<file path="config.mk">
export PLATFORM = sky130hd
export DESIGN_NAME = ctlreg_spi_top
export DESIGN_NICKNAME = d
export VERILOG_FILES = /design/src/rtl/ctlreg_pkg.sv /design/src/rtl/spi_frame_rx.sv /design/src/rtl/ctlreg_bank.sv /design/src/rtl/ctlreg_decode.sv /design/src/rtl/ctlreg_spi_top.sv
export SDC_FILE = /design/constraint.sdc
export NUM_CORES = 1
export LEC_CHECK = 0
export BUFFER_PORTS_ARGS = -buffer_cell sky130_fd_sc_hd__buf_4
export CELL_PAD_IN_SITES_DETAIL_PLACEMENT = 1
export CELL_PAD_IN_SITES_GLOBAL_PLACEMENT = 1
export CORE_ASPECT_RATIO = 1.1
export CORE_MARGIN = 4
export CORE_UTILIZATION = 43
export CTS_CLUSTER_DIAMETER = 50
export CTS_CLUSTER_SIZE = 28
export DETAILED_ROUTE_END_ITERATION = 8
export PLACE_DENSITY_LB_ADDON = 0.3
export SYNTH_ARGS = -nofsm -noshare
export SYNTH_HDL_FRONTEND = slang
export SYNTH_HIERARCHICAL = 1
export SYNTH_SLANG_ARGS = --single-unit
</file>
<file path="constraint.sdc">
create_clock -name clk -period 1.8 [get_ports clk]
set_clock_uncertainty 0.1 [all_clocks]
set_input_delay 0.18 -clock clk [delete_from_list [all_inputs] [get_ports clk]]
set_output_delay 0.18 -clock clk [all_outputs]
set_load 0.01 [all_outputs]
</file>
<file path="src/rtl/ctlreg_pkg.sv">
package ctlreg_pkg;
  localparam int FRAME_BITS = 16;
  localparam int ADDR_W     = 7;
  localparam int DATA_W     = 8;
  localparam int NUM_CFG    = 4;   // stored bytes at addresses 1..NUM_CFG

  localparam logic [ADDR_W-1:0] ADR_SWRST = 7'h00;
  localparam logic [ADDR_W-1:0] ADR_FMT   = 7'h01;
  localparam logic [ADDR_W-1:0] ADR_OMODE = 7'h02;
  localparam logic [ADDR_W-1:0] ADR_TPHI  = 7'h03;
  localparam logic [ADDR_W-1:0] ADR_TPLO  = 7'h04;

  // format/power byte bit positions
  localparam int FMT_DCS   = 7;
  localparam int FMT_RAND  = 6;
  localparam int FMT_TWOS  = 5;
  localparam int FMT_SLEEP = 4;
  localparam int FMT_NAP2  = 3;
  localparam int FMT_NAP1  = 0;

  // output-mode byte bit positions
  localparam int OM_DRV_LSB = 5;
  localparam int OM_TERM    = 4;
  localparam int OM_OFF     = 3;
  localparam int OM_TEST    = 2;

  typedef enum logic [1:0] {
    LANES_TWO  = 2'b00,
    LANES_FOUR = 2'b01,
    LANES_ONE  = 2'b10,
    LANES_RSVD = 2'b11
  } lane_code_e;

  typedef struct packed {
    logic [ADDR_W-1:0] addr;
    logic [DATA_W-1:0] data;
  } wr_req_t;
endpackage

</file>
<file path="src/rtl/spi_frame_rx.sv">
module spi_frame_rx
  import ctlreg_pkg::*;
#(
  parameter int SYNC_STAGES = 2,
  parameter int NBITS       = FRAME_BITS,
  parameter int AW          = ADDR_W,
  parameter int DW          = DATA_W
) (
  input  logic          clk,
  input  logic          rst_n,
  input  logic          cs_n,
  input  logic          sck,
  input  logic          sdi,
  input  logic [DW-1:0] rd_data,
  output logic [AW-1:0] rd_addr,
  output logic          wr_valid,
  output wr_req_t       wr_req,
  output logic          sdo_oe
);
  localparam int CNT_W = $clog2(NBITS + 1);
  localparam int HDR   = AW + 1;
  localparam logic [CNT_W-1:0] CNT_LAST = CNT_W'(NBITS - 1);
  localparam logic [CNT_W-1:0] CNT_FULL = CNT_W'(NBITS);
  localparam logic [CNT_W-1:0] CNT_HDR  = CNT_W'(HDR);

  logic [SYNC_STAGES-1:0] cs_sync, sck_sync, sdi_sync;
  logic sck_q;
  logic cs_act, sck_s, sdi_s, rise, fall;
  logic [CNT_W-1:0] bit_cnt;
  logic [NBITS-1:0] shreg;
  logic [DW-1:0]    rd_latch;
  logic             rd_frame;

  always_ff @(posedge clk or negedge rst_n) begin
    if (!rst_n) begin
      cs_sync  <= '1;
      sck_sync <= '0;
      sdi_sync <= '0;
      sck_q    <= 1'b0;
    end else begin
      cs_sync  <= {cs_sync[SYNC_STAGES-2:0], cs_n};
      sck_sync <= {sck_sync[SYNC_STAGES-2:0], sck};
      sdi_sync <= {sdi_sync[SYNC_STAGES-2:0], sdi};
      sck_q    <= sck_sync[SYNC_STAGES-1];
    end
  end

  assign cs_act = ~cs_sync[SYNC_STAGES-1];
  assign sck_s  = sck_sync[SYNC_STAGES-1];
  assign sdi_s  = sdi_sync[SYNC_STAGES-1];
  assign rise   = cs_act &  sck_s & ~sck_q;
  assign fall   = cs_act & ~sck_s &  sck_q;

  // header is complete once HDR bits are in: address sits in the low bits
  assign rd_addr = shreg[AW-1:0];

  always_ff @(posedge clk or negedge rst_n) begin
    if (!rst_n) begin
      bit_cnt  <= '0;
      shreg    <= '0;
      wr_valid <= 1'b0;
      wr_req   <= '0;
    end else begin
      wr_valid <= 1'b0;
      if (!cs_act) begin
        bit_cnt <= '0;
      end else if (rise && bit_cnt < CNT_FULL) begin
        shreg   <= {shreg[NBITS-2:0], sdi_s};
        bit_cnt <= bit_cnt + 1'b1;
        if (bit_cnt == CNT_LAST && !shreg[NBITS-2]) begin
          wr_valid    <= 1'b1;
          wr_req.addr <= shreg[NBITS-3 -: AW];
          wr_req.data <= {shreg[DW-2:0], sdi_s};
        end
      end
    end
  end

  always_ff @(posedge clk or negedge rst_n) begin
    if (!rst_n) begin
      sdo_oe   <= 1'b0;
      rd_frame <= 1'b0;
      rd_latch <= '0;
    end else if (!cs_act) begin
      sdo_oe   <= 1'b0;
      rd_frame <= 1'b0;
    end else if (fall) begin
      if (bit_cnt == CNT_HDR && shreg[AW]) begin
        rd_frame <= 1'b1;
        rd_latch <= rd_data;
        sdo_oe   <= ~rd_data[DW-1];
      end else if (rd_frame && bit_cnt > CNT_HDR && bit_cnt < CNT_FULL) begin
        rd_latch <= {rd_latch[DW-2:0], 1'b0};
        sdo_oe   <= ~rd_latch[DW-2];
      end else begin
        sdo_oe <= 1'b0;
      end
    end
  end

  AST_SDO_IDLE_RELEASE: assert property (@(posedge clk) disable iff (!rst_n)
    !cs_act |=> !sdo_oe);
  AST_SDO_ONLY_IN_READ: assert property (@(posedge clk) disable iff (!rst_n)
    sdo_oe |-> rd_frame);
  AST_WRITE_AT_FRAME_END: assert property (@(posedge clk) disable iff (!rst_n)
    wr_valid |-> (bit_cnt == CNT_FULL));
endmodule

</file>
<file path="src/rtl/ctlreg_bank.sv">
module ctlreg_bank
  import ctlreg_pkg::*;
#(
  parameter int AW         = ADDR_W,
  parameter int DW         = DATA_W,
  parameter int NREG       = NUM_CFG,
  parameter int SLP_CYCLES = 4
) (
  input  logic                     clk,
  input  logic                     rst_n,
  input  logic                     wr_valid,
  input  wr_req_t                  wr_req,
  input  logic [AW-1:0]            rd_addr,
  output logic [DW-1:0]            rd_data,
  output logic [NREG-1:0][DW-1:0]  cfg_q,
  output logic                     sleep_pulse
);
  localparam int SLP_W = $clog2(SLP_CYCLES + 1);

  logic             swrst;
  logic [SLP_W-1:0] slp_cnt;

  assign swrst = wr_valid && (wr_req.addr == ADR_SWRST) && wr_req.data[DW-1];

  for (genvar i = 0; i < NREG; i++) begin : g_cfg
    localparam logic [AW-1:0] MY_ADDR = AW'(i + 1);
    always_ff @(posedge clk or negedge rst_n) begin
      if (!rst_n)
        cfg_q[i] <= '0;
      else if (swrst)
        cfg_q[i] <= '0;
      else if (wr_valid && wr_req.addr == MY_ADDR)
        cfg_q[i] <= wr_req.data;
    end
  end

  // address 0 and unimplemented addresses return zero
  always_comb begin
    rd_data = '0;
    for (int i = 0; i < NREG; i++)
      if (rd_addr == AW'(i + 1)) rd_data = cfg_q[i];
  end

  always_ff @(posedge clk or negedge rst_n) begin
    if (!rst_n)
      slp_cnt <= '0;
    else if (swrst)
      slp_cnt <= SLP_W'(SLP_CYCLES);
    else if (slp_cnt != '0)
      slp_cnt <= slp_cnt - 1'b1;
  end
  assign sleep_pulse = (slp_cnt != '0);

  AST_SWRST_CLEARS: assert property (@(posedge clk) disable iff (!rst_n)
    swrst |=> (cfg_q == '0));
  AST_HOLD_NO_WRITE: assert property (@(posedge clk) disable iff (!rst_n)
    !wr_valid |=> $stable(cfg_q));
  AST_SLEEP_FROM_SWRST: assert property (@(posedge clk) disable iff (!rst_n)
    $rose(sleep_pulse) |-> $past(swrst));
endmodule

</file>
<file path="src/rtl/ctlreg_decode.sv">
module ctlreg_decode
  import ctlreg_pkg::*;
#(
  parameter int DW = DATA_W
) (
  input  logic            clk,
  input  logic            rst_n,
  input  logic [DW-1:0]   fmt_byte,
  input  logic [DW-1:0]   omode_byte,
  input  logic [DW-1:0]   tp_hi,
  input  logic [DW-1:0]   tp_lo,
  output logic            dcs_off,
  output logic            rand_en,
  output logic            twos_comp,
  output logic            sleep_mode,
  output logic            nap_ch1,
  output logic            nap_ch2,
  output logic [2:0]      drv_code,
  output logic            term_en,
  output logic            out_disable,
  output logic            test_pat_en,
  output logic [1:0]      lane_sel,
  output logic [2:0]      lane_onehot,
  output logic [2*DW-1:0] test_pattern
);
  assign dcs_off    = fmt_byte[FMT_DCS];
  assign rand_en    = fmt_byte[FMT_RAND];
  assign twos_comp  = fmt_byte[FMT_TWOS];
  assign sleep_mode = fmt_byte[FMT_SLEEP];
  assign nap_ch1    = ~fmt_byte[FMT_SLEEP] & fmt_byte[FMT_NAP1];
  assign nap_ch2    = ~fmt_byte[FMT_SLEEP] & fmt_byte[FMT_NAP2];

  assign drv_code    = omode_byte[OM_DRV_LSB +: 3];
  assign term_en     = omode_byte[OM_TERM];
  assign out_disable = omode_byte[OM_OFF];
  assign test_pat_en = omode_byte[OM_TEST];
  assign lane_sel    = omode_byte[1:0];

  always_comb begin
    unique case (lane_code_e'(lane_sel))
      LANES_TWO:  lane_onehot = 3'b010;
      LANES_FOUR: lane_onehot = 3'b100;
      LANES_ONE:  lane_onehot = 3'b001;
      default:    lane_onehot = 3'b000;
    endcase
  end

  assign test_pattern = {tp_hi, tp_lo};

  AST_SLEEP_OVERRIDES_NAP: assert property (@(posedge clk) disable iff (!rst_n)
    sleep_mode |-> !(nap_ch1 || nap_ch2));
  AST_LANE_ONEHOT: assert property (@(posedge clk) disable iff (!rst_n)
    $onehot0(lane_onehot));
  AST_RSVD_LANE_EMPTY: assert property (@(posedge clk) disable iff (!rst_n)
    (lane_sel == 2'b11) |-> (lane_onehot == 3'b000));
endmodule

</file>
<file path="src/rtl/ctlreg_spi_top.sv">
module ctlreg_spi_top
  import ctlreg_pkg::*;
#(
  parameter int SYNC_STAGES = 2,
  parameter int SLP_CYCLES  = 4
) (
  input  logic        clk,
  input  logic        rst_n,
  input  logic        cs_n,
  input  logic        sck,
  input  logic        sdi,
  output logic        sdo_oe,
  output logic        dcs_off,
  output logic        rand_en,
  output logic        twos_comp,
  output logic        sleep_mode,
  output logic        nap_ch1,
  output logic        nap_ch2,
  output logic        sw_sleep_pulse,
  output logic [2:0]  drv_code,
  output logic        term_en,
  output logic        out_disable,
  output logic        test_pat_en,
  output logic [1:0]  lane_sel,
  output logic [2:0]  lane_onehot,
  output logic [15:0] test_pattern
);
  logic                          wr_valid;
  wr_req_t                       wr_req;
  logic [ADDR_W-1:0]             rd_addr;
  logic [DATA_W-1:0]             rd_data;
  logic [NUM_CFG-1:0][DATA_W-1:0] cfg_q;

  spi_frame_rx #(
    .SYNC_STAGES(SYNC_STAGES),
    .NBITS      (FRAME_BITS),
    .AW         (ADDR_W),
    .DW         (DATA_W)
  ) i_rx (
    .clk     (clk),
    .rst_n   (rst_n),
    .cs_n    (cs_n),
    .sck     (sck),
    .sdi     (sdi),
    .rd_data (rd_data),
    .rd_addr (rd_addr),
    .wr_valid(wr_valid),
    .wr_req  (wr_req),
    .sdo_oe  (sdo_oe)
  );

  ctlreg_bank #(
    .AW        (ADDR_W),
    .DW        (DATA_W),
    .NREG      (NUM_CFG),
    .SLP_CYCLES(SLP_CYCLES)
  ) i_bank (
    .clk        (clk),
    .rst_n      (rst_n),
    .wr_valid   (wr_valid),
    .wr_req     (wr_req),
    .rd_addr    (rd_addr),
    .rd_data    (rd_data),
    .cfg_q      (cfg_q),
    .sleep_pulse(sw_sleep_pulse)
  );

  ctlreg_decode #(.DW(DATA_W)) i_dec (
    .clk         (clk),
    .rst_n       (rst_n),
    .fmt_byte    (cfg_q[ADR_FMT-1]),
    .omode_byte  (cfg_q[ADR_OMODE-1]),
    .tp_hi       (cfg_q[ADR_TPHI-1]),
    .tp_lo       (cfg_q[ADR_TPLO-1]),
    .dcs_off     (dcs_off),
    .rand_en     (rand_en),
    .twos_comp   (twos_comp),
    .sleep_mode  (sleep_mode),
    .nap_ch1     (nap_ch1),
    .nap_ch2     (nap_ch2),
    .drv_code    (drv_code),
    .term_en     (term_en),
    .out_disable (out_disable),
    .test_pat_en (test_pat_en),
    .lane_sel    (lane_sel),
    .lane_onehot (lane_onehot),
    .test_pattern(test_pattern)
  );
endmodule

</file>
**Yosys cells after proc, flatten, opt, wreduce, memory -nomap -nowiden**

Index checks and enable logic that the tools add are counted.

- Eq/ne operators: 12
- Mux-type cells: 29
- Bitwise gates (word level): 12
- Reduce and logical (&&, ||, !) cells: 28
- Add/sub/neg operators: 2
- $lt $le $gt $ge: 2

Operators with widths:

| cell | number |
|---|---|
| $mux 8 | 12 |
| $eq 7x2->1 const B | 4 |
| $reduce_bool 2->1 | 9 |
| $eq 7x1->1 const B | 2 |
| $eq 7x3->1 const B | 2 |
| $mux 7 | 2 |
| $logic_and 1x1->1 | 11 |
| $eq 5x4->1 const B | 2 |
| $mux 1 | 10 |
| $mux 5 | 2 |
| $pmux 3 s3 | 1 |
| $logic_not 7->1 | 1 |
| $and 1x1->1 | 6 |
| $mux 3 | 2 |
| $not 1->1 | 6 |
| $reduce_and 3->1 | 2 |
| $add 5x1->5 const B | 1 |
| $gt 5x4->1 const B | 1 |
| $lt 5x5->1 const B | 1 |
| $reduce_and 2->1 | 2 |
| $reduce_bool 3->1 | 1 |
| $sub 3x1->3 const B | 1 |
| $eq 2x1->1 const B | 1 |
| $eq 2x2->1 const B | 1 |
| 2 further kinds | 2 |

- Output and inout port bits: 35
- Logic and storage cells: 102
- Bits in registers: 87

**Longest topological paths before layout**

Gate-level depths: netlist of the first run.

- Depth in word-level cells: 9
- Depth in mapped cells: 9

**Hierarchy**

Netlist of the first run, hierarchy kept.

Modules (own cells, without submodules):

| module | times used | sequential area each (um^2) | cells an instance | area each (um^2) |
|---|---|---|---|---|
| spi_frame_rx | 1 | 1,303.8 | 148 | 2,183.3 |
| ctlreg_bank | 1 | 875.8 | 157 | 1,775.5 |
| ctlreg_decode | 1 | 0.0 | 33 | 241.5 |

**Least setup slack after synthesis of the first run**

OpenSTA, ideal clock, no wires.

- Kind: reg2reg
- From: register i_rx.shreg[5]
- To: register i_rx.sdo_oe
- Slack: -0.216 ns
- Cell stages (with the launch flop): 7
- Arrival time: 1.783 ns
- Setup time: 0.133 ns
- Clock period less this slack: 2.016 ns
- Path through: dfrtp_1 -> buf_4 -> nor4_1 -> o21a_1 -> and3b_1 -> o21ai_0 -> a21oi_1

- Longest elaborated chain between the ends: 9
- Elaborated cells between the ends (all ways): 12

RTL lines:

| what | RTL line | text |
|---|---|---|
| from (decl) | spi_frame_rx.sv:30 | `logic [NBITS-1:0] shreg;` |
| from (signal assigned) | spi_frame_rx.sv:68 | `shreg <= {shreg[NBITS-2:0], sdi_s};` |
| $eq 7x1->1 | ctlreg_bank.sv:41 | `if (rd_addr == AW'(i + 1)) rd_data = cfg_q[i];` |
| $mux 8 (3 in a row) | ctlreg_bank.sv:41 |  |
| $mux 8 (*) | ctlreg_bank.sv:41 |  |
| via rd_data[7] | ctlreg_spi_top.sv:31 | `logic [DATA_W-1:0] rd_data;` |
| $not 1->1 (*) | spi_frame_rx.sv:91 | `sdo_oe <= ~rd_data[DW-1];` |
| $mux 1 (*) | spi_frame_rx.sv:88 | `if (bit_cnt == CNT_HDR && shreg[AW]) begin` |
| $mux 1 (*) | spi_frame_rx.sv:87 | `end else if (fall) begin` |
| $mux 1 (*) | spi_frame_rx.sv:84 | `end else if (!cs_act) begin` |
| to (signal assigned) | spi_frame_rx.sv:91 |  |
| to (signal assigned) | spi_frame_rx.sv:94 | `sdo_oe <= ~rd_latch[DW-2];` |
| to (decl) | spi_frame_rx.sv:18 | `output logic sdo_oe` |

Mark *: on every way through the listed nets, which the timed path passes. The rest lies on a longest branch. The select of a mux whose other input is x is not followed.
A chain may end at the register's enable or synchronous reset.

**Final worst setup path of the first run**

- From: register i_rx.shreg[0]
- To: register i_rx.rd_latch[2]

- Longest elaborated chain between the ends: 6
- Elaborated cells between the ends (all ways): 9

RTL lines:

| what | RTL line | text |
|---|---|---|
| $eq 7x1->1 | ctlreg_bank.sv:41 |  |
| $mux 8 (3 in a row) | ctlreg_bank.sv:41 |  |
| $mux 8 (*) | ctlreg_bank.sv:41 |  |
| via rd_data[2] | ctlreg_spi_top.sv:31 |  |
| $mux 7 (*) | spi_frame_rx.sv:88 |  |
| to (signal assigned) | spi_frame_rx.sv:90 | `rd_latch <= rd_data;` |
| to (signal assigned) | spi_frame_rx.sv:93 | `rd_latch <= {rd_latch[DW-2:0], 1'b0};` |
| to (decl) | spi_frame_rx.sv:31 | `logic [DW-1:0] rd_latch;` |

Mark *: on every way through the listed nets, which the timed path passes. The rest lies on a longest branch.

==> impl_metrics.csv, run 1 <==
group,metric,value,unit
outcome,status,"finished, violations left",
outcome,violations,"setup timing",
sta,fmax,547.4,MHz
cts,cts_root_buf,"clkbuf_8",
final_layout,drive_above_1_share,42.59,%
synthesis,yosysUniqueCellTypes,44,
grt,grt_use_total,17.68,%
grt,antenna_found_initial,0,
synthesis,yosys.area.top_type,"dfrtp_1",
drt,drc,0,
synthesis,synth_flop_cell,"dfrtp_1",
hold_path,hp-class,"input pin to async pin",
synthesis,synth_top_area_share,50.64,%
synthesis,syn_area,0.004200,mm2
power,irDropWorstVdd,0.5203,mV
floorplan,die_h,111.7,um
final_layout,multi_input_area,0.001749,mm2
cts,htree_levels,3,
worst_setup_path,critPathLaunch,"i_rx/shreg[0]$_DFFE_PN0P_",
synthesis,syn_area_per_cell,12.43,um2
cts,cts.sinks,87,
power,power.density,866.6,mW/mm2
synthesis,ys_async_sr_fraction,100.0,%
worst_setup_path,slowest_delay,440,ps
floorplan,die_area,0.01142,mm2
sta,layout_min_cycle_time,1827,ps
grt,grt_overflow,0,
drt,drtIter0Drc,118,
sta,setup_violations,6,
placement,hpwlAfterDp,6501,um
worst_setup_path,crit_fanout,13,
power,p_leak,2.432,nW
synthesis,ys_top_cells_by_area,"dfrtp_1 (51%), mux2_2 (8.8%), buf_4 (6.3%)",
worst_setup_path,cp.arrival,1970,ps
synthesis,yosysSeqAreaShare,51.89,%
worst_setup_path,criticalPathCategory,"flop to flop",
final_layout,final_nets,383,
floorplan,initial_core_util,44.48,%
sta,post-route-period-util,101.5,%
placement,gp_congestion,0.7941,
sta,setup_ws,-26.84,ps
sta,holdWs,195.5,ps
grt,grt_pass1_vias,2898,
synthesis,synth_most_common_cell,"dfrtp_1",
floorplan,core,0.009444,mm2
cts,clkTransAtPathRegs,90,ps
synthesis,synth_nets,348,
grt,grt_max_degree,47,
worst_setup_path,crit_path_start_kind,"flop",
worst_setup_path,end_kind,"flop",
synthesis,synth_commonest_cells,"dfrtp_1 (85), buf_4 (35), mux2_2 (33)",
sta,max_slew_margin,72.79,%
final_layout,area_growth,18.71,%
synthesis,ys_warn_count,6,
sta,rsz0062_at_grt,"true",
worst_setup_path,critical_path.slowest_cell,"dfrtp_2",
cts,cts_buffers,9,
sta,finalSetupTns,-118.7,ps
cts,cts_buffer_depth,2,
cts,clk_latency,350,ps
sta,slew_viol_final,0,
synthesis,netlist_instances,338,
drt,ant_nets,0,
job,drv_cap,0,
worst_setup_path,crit_chain,"buf_12 -> mux2i_1 -> nor2_1 -> o21a_1 -> mux2_2 -> mux2_4",
synthesis,ys_seq_elements,87,
placement,placed_cell_area,0.004543,mm2
floorplan,rows,37,
worst_setup_path,cp_data_required_time,1940,ps
drt,via_per_inst,5.541,
synthesis,synth_edf_count,0,
sta,tightest_slew,408.1,ps
worst_setup_path,regToRegStartpoint,"i_rx/shreg[0]$_DFFE_PN0P_",
final_layout,post-route-cell-area,0.004986,mm2
drt,wirelength,9625,um
final_layout,regArea,0.002181,mm2
drt,post_drt_wl_per_cell,19.44,um
placement,io_buffers,39,
grt,grt_pass1_wl,15700,um
power,total_power,4.321,mW
final_layout,antenna_cells,0,
drt,vias,2743,
sta,hold_viol,0,
drt,dr.pass1.iters,4,
cts,cts_tree,"yes",
floorplan,die_w,102.2,um
floorplan,ios,40,
final_layout,fillCellCount,976,
## path summary, 6_finish.rpt
path	endpoint	slack [ps]	cells after the start
worst max-delay path	i_rx/rd_latch[2]$_DFFE_PN0P_	-30	6
worst min-delay path	i_bank/cfg_q[8]$_DFFE_PN0P_	200	2
worst max register to register	i_rx/rd_latch[2]$_DFFE_PN0P_	-30	6
worst min register to register	i_rx/sck_sync[1]$_DFF_PN0_	260	0
max in group asynchronous	i_rx/cs_sync[1]$_DFF_PN1_	760	3
min in group clk	i_rx/sck_sync[1]$_DFF_PN0_	260	0
## report_power, final
part | total (mW) | internal, mW | leakage [nW] | switching [mW]
Clock | 1.52 | 0.793 | 0.104 | 0.730
Sequential | 2.16 | 2.05 | 1.18 | 0.106
Combinational | 0.640 | 0.325 | 1.14 | 0.316
## cell usage in the layout (no fill, tap or decap), types with 3 or more instances in the layout
master | netlist | final
and4_2 | 3 | 3
a22o_1 | 24 | 24
dfrtp_1 | 85 | 84
o21a_1 | 8 | 8
clkbuf_8 | 0 | 9
o2111ai_1 | 3 | 3
buf_12 | 0 | 4
inv_1 | 11 | 9
nor2_1 | 19 | 19
mux2i_1 | 10 | 9
a22o_2 | 8 | 8
nand2_1 | 4 | 4
nor3b_1 | 3 | 3
mux2_4 | 9 | 18
dlygate4sd3_1 | 0 | 4
nor2b_1 | 4 | 3
buf_6 | 2 | 4
mux2_2 | 33 | 24
buf_4 | 35 | 61
a21oi_1 | 12 | 11
nand3b_1 | 16 | 16
## logic make-up (layout without fill, tap and decap cells)
kind of cell / Yosys count / after routing / synth area share [%]
and+or+nand+nor: 69 / 69 / 11.05
DFF: 87 / 87 / 51.89
xor gates and xnor gates: 4 / 4 / 0.8342
buffers and inverters: 61 / 101 / 9.085
muxes: 52 / 52 / 14.45
adders and majority gates: 5 / 5 / 1.489
AOI/OAI and AO/OA: 60 / 60 / 11.20
## registers in the layout (all words and copies together), names as in the netlist, 3 cells and up
name / count
i_rx/bit_cnt: 5
i_bank/cfg_q: 32
i_bank/slp_cnt: 3
i_rx/rd_latch: 7
i_rx/wr_req: 15
i_rx/shreg: 15
## area by class of cell
type	count	share of cell area [%]
Sequential cell	87	43.74
Multi-Input combinational cell	190	35.08
Timing Repair Buffer	74	13.00
Tap cell	117	2.936
Clock buffer	10	2.560
Clock inverter	6	1.857
Inverter	11	0.8281
## repair_timing
action | 4_1_cts | 5_1_grt
hold endpoints to repair | 30 | 0
hold buffers | 4 | 0
buffers inserted | 2 | 4
setup endpoints to repair | 22 | 46
gates cloned | 0 | 1
gates resized for setup | 18 | 13
pin swaps | 1 | 7
## routing by layer
| layer | GRT usage (%) | vias to the layer above | part of all wire (%) |
|---|---|---|---|
| met4 | 4.549 | 0 | 2.0 |
| li1 | - | 1239 | - |
| met3 | 3.822 | 15 | 3.7 |
| met1 | 23.12 | 1430 | 42 |
| met2 | 29.61 | 59 | 52 |
| met5 | 0 | - | 0 |
## critical path: cells and delay by family (launching register included)
family	cells	cell delay, ps
multiplexers	3	720
buffers and inverters	1	160
AND/OR/NAND/NOR	1	80
AO/OA/AOI/OAI	1	200
flip-flops	1	440
## per-stage QoR
stage / utilization (%) / std cells / setup WS, ps
2_1_floorplan: - / 338 / 6.682
3_3_place_gp: 48.11 / 468 / -83.46
3_5_place_dp: 48.11 / 468 / -171.2
4_1_cts: 51.56 / 490 / -58.13
5_1_grt: 52.80 / 495 / -106.2
6_report: 52.80 / 495 / -26.84
Power figures use the tool's default switching activity.
==> run 2, diff against run 1 <==
GPL_TIMING_DRIVEN = 0   (was not set)
TNS_END_PERCENT = 20   (was not set)
==> impl_metrics.csv, run 2 (synthesis results as in run 1) <==
group,metric,value,unit
grt,use_met3,3.634,%
sta,tightest_slew,1098,ps
job,drv_cap,0,
drt,post_drt_wl_per_cell,18.96,um
cts,clkTransAtPathRegs,90,ps
final_layout,antenna_cells,0,
worst_setup_path,end_kind,"flop",
power,irDropWorstVdd,0.7392,mV
outcome,violations,"setup timing",
cts,cts_root_buf,"clkbuf_8",
grt,use_met1,23.95,%
drt,vias,2863,
cts,cts.sinks,87,
sta,rsz0062_at_grt,"true",
sta,hold_viol,0,
floorplan,die_area,0.01142,mm2
grt,grt_most_used_layer,"met2",
floorplan,ios,40,
grt,antenna_found_initial,0,
worst_setup_path,cp_data_required_time,1960,ps
floorplan,die_h,111.7,um
drt,via_per_inst,5.412,
cts,cts_buffer_depth,2,
sta,post-route-period-util,104.9,%
final_layout,area_growth,26.15,%
placement,dp_slack,-476.4,ps
placement,placed_cell_area,0.004659,mm2
outcome,status,"finished, violations left",
grt,met2_usage,29.30,%
floorplan,initial_core_util,44.48,%
sta,max_slew_margin,26.80,%
drt,drtIter0Drc,145,
sta,layout_min_cycle_time,1888,ps
worst_setup_path,criticalPathCategory,"flop to flop",
grt,grt_pass1_wl,16080,um
worst_setup_path,crit_chain,"buf_6 -> buf_12 -> buf_16 -> nand3b_1 -> a21oi_1 -> o21a_1 -> mux2_4 -> mux2_4",
drt,ant_nets,0,
grt,grt_use_total,18.31,%
power,power_frac_seq,47.2,%
worst_setup_path,crit_fanout,5,
power,switching_share,26.01,%
grt,grt_overflow,0,
placement,gp_congestion,0.8251,
power,clkPwrFrac,34.2,%
placement,io_buffers,39,
grt,grt_max_degree,88,
final_layout,final_nets,417,
final_layout,largest_reg_flops,32,
sta,fmax,529.7,MHz
hold_path,hp-class,"flop to flop",
power,internal_power,3.374,mW
cts,cts_buffers,9,
floorplan,core,0.009444,mm2
cts,cts_tree,"yes",
floorplan,die_w,102.2,um
drt,drc,0,
sta,setup_ws,-88.03,ps
cts,clk_latency,370,ps
worst_setup_path,cp_top_family,"multiplexers",
worst_setup_path,cp_common_cell,"mux2_4",
final_layout,final_util,56.11,%
sta,slew_viol_final,0,
placement,hpwlAfterDp,6366,um
final_layout,top_regs,"i_bank/cfg_q (32), i_rx/shreg (15), i_rx/wr_req (15)",
power,p_comb_share,18.6,%
worst_setup_path,cp.arrival,2050,ps
final_layout,layout_commonest_cell,"buf_4",
drt,wirelength,10030,um
worst_setup_path,slowest_delay,380,ps
power,power.density,860.6,mW/mm2
final_layout,final_cell_mix,"buf_4 (90), dfrtp_1 (83), a22o_1 (24), mux2_4 (23), mux2_2 (19)",
worst_setup_path,critical_path.slowest_cell,"dfrtp_1",
worst_setup_path,crit_path_start_kind,"flop",
sta,setup_violations,8,
final_layout,post-route-cell-area,0.005299,mm2
worst_setup_path,path_buf_inv,3,
power,p_leak,2.634,nW
drt,dr.pass1.iters,4,
final_layout,top_register,"i_bank/cfg_q",
final_layout,drive_above_1_share,48.06,%
grt,grt_pass1_vias,3010,
cts,htree_levels,3,
power,total_power,4.560,mW
floorplan,rows,37,
power,p_switching,1.186,mW
-- run 2: power groups by stage --
stage	clock [mW]	combinational, mW	sequential (mW)
floorplan	0	0.435	2.15
global placement	0	0.561	2.18
detailed placement	0	0.576	2.19
CTS	1.59	0.789	2.15
global route	1.70	0.900	2.17
finish	1.56	0.848	2.15
-- run 2: final cells by class --
type / count / area, um2
buffer: 46 / 375.4
clock buffer: 13 / 158.9
clock inverter: 3 / 65.06
fill: 959 / 4145
inverter: 11 / 41.29
multi-input combinational: 190 / 1792
sequential: 87 / 2182
tap: 117 / 146.4
timing repair buffer: 62 / 538.0
-- run 2: path summary, 6_finish.rpt --
path	from	to	cells after the start	slack, ps
min in group asynchronous	rst_n	i_bank/cfg_q[1]$_DFFE_PN0P_	2	460
max reg2reg	i_rx/shreg[0]$_DFFE_PN0P_	i_rx/rd_latch[1]$_DFFE_PN0P_	8	-90
max	i_rx/shreg[0]$_DFFE_PN0P_	i_rx/rd_latch[1]$_DFFE_PN0P_	8	-90
min	i_rx/sck_sync[0]$_DFF_PN0_	i_rx/sck_sync[1]$_DFF_PN0_	0	250
min reg2reg	i_rx/sck_sync[0]$_DFF_PN0_	i_rx/sck_sync[1]$_DFF_PN0_	0	250
max in group asynchronous	rst_n	i_rx/sck_sync[1]$_DFF_PN0_	2	360
-- run 2: metrics by stage --
step                cells  hold WS [ps]  setup TNS (ps)
floorplan             338        -215.6          -656.1
global placement      494         188.5           -7450
detailed placement    494         189.9           -9190
CTS                   523         256.2          -926.1
global route          529         268.8           -2430
finish                529         252.4          -524.1
-- run 2: repair_timing --
item	4_1_cts	5_1_grt
setup buffers	10	7
pin swaps	10	15
hold buffers	4	0
gates cloned	1	1
setup endpoints to repair	58	60
hold endpoints to repair	88	0
resized for setup	38	18
-- run 2: per-layer routing --
| metal | wire (um) | share of wire, % |
|---|---|---|
| met4 | 258 | 2.6 |
| met1 | 4216 | 42 |
| met2 | 5090 | 51 |
| met5 | 0 | 0 |
| met3 | 463 | 4.6 |
